<file path="src/rtl/vliw_dispatch.sv">
module vliw_dispatch #(
  parameter int N = 8,
  parameter int W = 32
) (
  input  logic           clk,
  input  logic           rst,
  input  logic           cross_en,
  input  logic           fp_valid,
  input  logic [N*W-1:0] fp_data,
  output logic           fp_ready,
  output logic [N-1:0]   slot_vld,
  output logic [N*W-1:0] slot_word
);
  localparam int PW = $clog2(N + 1);

  logic [N*W-1:0] cur;
  logic           cur_vld;
  logic [PW-1:0]  pos;
  logic           found;
  logic [PW-1:0]  ends;
  logic [PW-1:0]  lead;
  logic [PW-1:0]  cnt;
  logic           crossing;
  logic           last_in;
  logic           take;

  always_comb begin
    found = 1'b0;
    ends  = PW'(N - 1);
    for (int i = N - 1; i >= 0; i--)
      if (i >= int'(pos) && !cur[i*W]) begin
        found = 1'b1;
        ends  = PW'(i);
      end
    lead = pos;
    for (int j = N - 1; j >= 0; j--)
      if (j < int'(pos) && !fp_data[j*W]) lead = PW'(j + 1);
  end

  assign crossing = cur_vld && cross_en && !found;
  assign last_in  = cur_vld && !crossing && (ends == PW'(N - 1));
  assign fp_ready = !cur_vld || crossing || last_in;
  assign take     = fp_valid && fp_ready;

  always_comb begin
    if (!cur_vld)      cnt = '0;
    else if (!crossing) cnt = ends - pos + PW'(1);
    else if (fp_valid) cnt = PW'(N) - pos + lead;
    else               cnt = '0;
  end

  always_comb begin
    slot_vld  = '0;
    slot_word = '0;
    for (int s = 0; s < N; s++) begin
      if (s < int'(cnt)) begin
        slot_vld[s] = 1'b1;
        if (int'(pos) + s < N)
          slot_word[s*W +: W] = cur[(int'(pos) + s)*W +: W];
        else
          slot_word[s*W +: W] = fp_data[(int'(pos) + s - N)*W +: W];
      end
    end
  end

  always_ff @(posedge clk) begin
    if (rst) begin
      cur_vld <= 1'b0;
      pos     <= '0;
    end else if (take) begin
      cur     <= fp_data;
      cur_vld <= 1'b1;
      pos     <= crossing ? lead : '0;
    end else if (last_in) begin
      cur_vld <= 1'b0;
      pos     <= '0;
    end else if (cur_vld && !crossing) begin
      pos     <= ends + PW'(1);
    end
  end
endmodule

</file>
<file path="config.mk">
export PLATFORM = sky130hd
export DESIGN_NAME = vliw_dispatch
export DESIGN_NICKNAME = d
export VERILOG_FILES = /design/src/rtl/vliw_dispatch.sv
export SDC_FILE = /design/constraint.sdc
export NUM_CORES = 1
export LEC_CHECK = 0
export BUFFER_PORTS_ARGS = -buffer_cell sky130_fd_sc_hd__buf_2
export CAP_MARGIN = 20
export CORE_ASPECT_RATIO = 1.2
export CORE_UTILIZATION = 50
export CTS_CLUSTER_DIAMETER = 150
export CTS_CLUSTER_SIZE = 10
export DETAILED_ROUTE_END_ITERATION = 8
export PLACE_DENSITY = 0.73
export SYNTH_ARGS = -nofsm -noshare
export SYNTH_HDL_FRONTEND = slang
export SYNTH_SLANG_ARGS = --single-unit
export TNS_END_PERCENT = 1
</file>
<file path="constraint.sdc">
create_clock -name clk -period 31 [get_ports clk]
set_clock_uncertainty 0.2 [all_clocks]
set_input_delay 3.1 -clock clk [delete_from_list [all_inputs] [get_ports clk]]
set_output_delay 3.1 -clock clk [all_outputs]
set_load 0.03 [all_outputs]
</file>
==> flow_metrics.tcl <==
set metrics [dict create \
    standard_cell_core_area_sq_um 53600 \
    clkTransAtPathRegs_ns 0.06 \
    critical_path_required_ns 27.70 \
    yosys_register_bits 261 \
    asyncSetResetFlopFracSynth_pct 0 \
    place_inst 3763 \
    cts_tree "built" \
    ff_latch_area_sq_um 7800 \
    post_synth_instance_area_sq_um 27100 \
    worst-slew-pin-transition_ns 1.18 \
    drt_pass1_iterations 8 \
    run_status "completed" \
    clock_sink_count 261 \
    layoutNonFillerInstCount 3829 \
    postSynth.topFlopCell "edfxtp_1" \
    clock_power_share_pct 21.8 \
    cts-root-to-sink-buffers 3 \
    setup_viol_count_final 0 \
    power.density_nw_per_um2 48.3 \
    multi_input_area_sq_um 18300 \
    period_share_pct 36.6 \
    postRouteWirelength_mm 114 \
    grt_use_met1_pct 49.7 \
    p_switching_uw 646 \
    irDropWorstVdd_v 0.0000451 \
    rows 93 \
    grt_usage_pct 40.5 \
    fin_tns_setup_ns 0 \
    clk_root_buffer_cell "clkbuf_16" \
    drt-vias-per-instance 7.21 \
    layout.cell_area.non_filler_sq_um 31100 \
    port-buffer-count 524 \
    floorplan.die.width_um 215 \
    syn_nets 3048 \
    max_cap_violations 0 \
    grt_first_pass_wirelength_mm 169 \
    timing.hold.worst.class "reg2reg" \
    avgSynthCellArea_sq_um 9.83 \
    worstPathMaxFanout 35 \
    chipHeight_um 257 \
    ios 525 \
    synthDominantAreaCellType "edfxtp_1" \
    critPathKind "in2out" \
    yosysTopAreaCellShare_pct 28.4 \
    max_freq_mhz 88.0 \
    global_route.peak_usage_layer "met2" \
    globalRoute.totalOverflow 0 \
    cts-buffers-inserted 30 \
    drt.antenna.violating_nets 0 \
    holdPathStages 2 \
    cp_data_arrival_time_ns 8.06 \
    drv_slew 0 \
    critPathTopFamily "buffers and inverters" \
    die_area_sq_um 55100 \
    number_of_global_route_vias_before_repair 26900 \
    h-tree-depth 1 \
    grt_start_max_net_pins 145 \
    capture_instance_of_the_worst_register_to_register_path "cur[107]$_DFFE_PP_" \
    critical_path.slowest_cell "a311oi_4" \
    cts_hold_repair.buffers 0 \
    globalplace.congestion 0.958 \
    start_kind "input port" \
    ys_seq_area_share_pct 28.7 \
    internal_power_uw 855 \
    hpwlAfterDp_mm 73.1 \
    placedInstanceArea_sq_um 30100 \
    worst_r2r_path_depth 12 \
    power.share.switching_pct 43.0 \
    timing.final.crit_period_ns 11.36 \
    end_kind "primary output" \
    final_hold_viol_count 0 \
    combinational_cell_fraction_of_total_power_pct 50.1 \
    worst-path-buf-inv 7 \
    p_leak_uw 0.0113 \
    post_cts.resized_instances 0 \
    drive_above_1_share_pct 32.4 \
    floorplan.initialDensity_pct 50.5 \
    number_of_fillers_in_the_final_layout 4549 \
    seq_power_share_pct 28.1 \
    synth_cell_types 58 \
    grt.met3_usage_pct 9.42 \
    synthCells 2756 \
    syn_to_final_growth_pct 14.7 \
    rsz0062_at_grt "no" \
    drc_errors_left 0 \
    gr-usage-met2_pct 64.2 \
    wl_per_cell_um 29.7 \
    setup_buffers_after_cts 0 \
    synthTopCellsByArea "edfxtp_1, mux4_2, mux2i_1" \
    r2r-start "pos[0]$_SDFFE_PP0P_" \
    clk_latency_ns 0.59 \
    fin_nets 3380 \
    hold_end "pos[2]$_SDFFE_PP0P_" \
    crit_path_cell_trace "buf_2, nor3b_1, a21oi_1, o32ai_1, ha_1, inv_1, ha_1, fa_1, xor2_1, xnor2_1, a32oi_4, buf_4, inv_2, a311oi_4, buf_8, buf_4, nor2_1, buf_2" \
    detail_route.iter0.violations 4241 \
    reg2reg_setup_slack_ns 23.68 \
    timing.max_slew.rel_slack_pct 21.1 \
    worst_hold_startpoint "pos[2]$_SDFFE_PP0P_" \
    worst_path_largest_cell_delay_ns 0.75 \
    synth_warnings 0 \
    grt_antenna_before_repair 27 \
    vias 27600 \
    edff_count_synth 256 \
]
## stage by stage
stage	setup slack, ns	utilization (%)	hold slack, ns	total power [uW]
2_1_floorplan	7.54	-	0.502	935
4_1_cts	19.57	57.7	0.530	1480
3_5_place_dp	19.57	56.1	0.521	1150
5_1_grt	19.49	57.9	0.576	1550
3_3_place_gp	19.73	56.1	0.503	1140
6_report	19.64	58.0	0.543	1500
## power by group through the flow
stage                     Combinational, uW  Clock [uW]  Sequential (uW)
final                                   752         327              421
after global routing                    787         337              423
after CTS                               729         327              421
after detailed placement                726           0              428
after global placement                  710           0              427
after floorplan                         506           0              429
## state kept, by name, indices dropped and copies added, names as in the netlist
register  flops
pos           4
cur         256
cur_vld       1
## kinds of logic (layout without fill, tap and decap cells)
kind of cell	Yosys count	after routing	synth area share [%]
and+or+nand+nor	850	850	13.0
AOI/OAI and AO/OA	720	720	16.1
muxes	571	571	35.6
buffers and inverters	308	651	4.46
DFF	261	261	28.7
adders and majority gates	32	32	1.53
xor gates and xnor gates	14	14	0.452
other	0	18	0
## layer usage
metal,share of wire (%),vias to the layer above
met5,0.11,-
met4,7.4,20
met3,13,608
met2,46,2604
met1,33,13100
li1,-,11200
## worst max-delay path by stage
stage	depth (start not counted)	startpoint	end	slack, ns
5_1_grt	20	pos[0]$_SDFFE_PP0P_	slot_word[222]	19.49
3_3_place_gp	18	fp_data[128]	slot_word[222]	19.73
2_1_floorplan	6	cross_en	cur[0]$_DFFE_PP_	7.54
4_1_cts	17	fp_data[160]	slot_word[222]	19.57
3_5_place_dp	18	fp_data[128]	slot_word[222]	19.57
6_report	18	fp_data[160]	slot_word[222]	19.64
## cells in the mapped netlist, types with 4 or more instances
| cell type | count |
|---|---|
| mux2i_1 | 226 |
| inv_1 | 22 |
| inv_2 | 5 |
| a211oi_1 | 101 |
| nand3_1 | 4 |
| or3b_2 | 6 |
| o21ai_0 | 76 |
| mux4_2 | 312 |
| ha_1 | 30 |
| nor3_1 | 5 |
| nor2b_1 | 92 |
| a22oi_1 | 37 |
| nand4_1 | 4 |
| dfxtp_1 | 5 |
| a21oi_1 | 375 |
| buf_2 | 21 |
| mux2_2 | 33 |
| clkbuf_1 | 191 |
| xnor2_1 | 10 |
| nor2_1 | 344 |
| o22a_1 | 64 |
| edfxtp_1 | 256 |
| a31oi_1 | 11 |
| buf_1 | 65 |
| nand2_1 | 378 |
| xor2_1 | 4 |
| o22ai_1 | 32 |
## worst register-to-register path, delay by kind of cell (launching register included)
kind                       cells  cell delay [ns]
buffers and inverters          4             3.21
adders and majority gates      2             0.43
DFF                            1             0.87
and+or+nand+nor                3             0.51
AOI/OAI and AO/OA              3             1.62
## cell type report
type | count | area share [%]
multi-input cells | 2187 | 58.8
clock buffers | 42 | 2.63
inverters | 27 | 0.338
clock inverters | 1 | 0.0282
flip-flops and latches | 261 | 25.1
well taps | 712 | 2.87
repair buffers | 581 | 10.1
diodes | 18 | 0.145
## cells in the final DEF (no fill, tap or decap), types with 3 or more instances in the layout
cell	count
a211oi_1	100
a21oi_1	374
a22oi_1	37
a31oi_1	11
buf_12	3
buf_2	524
buf_4	50
clkbuf_1	11
clkbuf_16	31
dfxtp_4	4
diode_2	18
edfxtp_1	256
ha_1	26
inv_1	21
inv_2	4
mux2_2	33
mux2i_1	226
mux4_2	312
nand2_1	376
nand2b_1	3
nand4_1	4
nor2_1	342
nor2b_1	92
nor3_1	5
o21ai_0	76
o22a_1	64
o22ai_1	32
or3b_2	6
xnor2_1	8
Power figures use the tool's default switching activity.
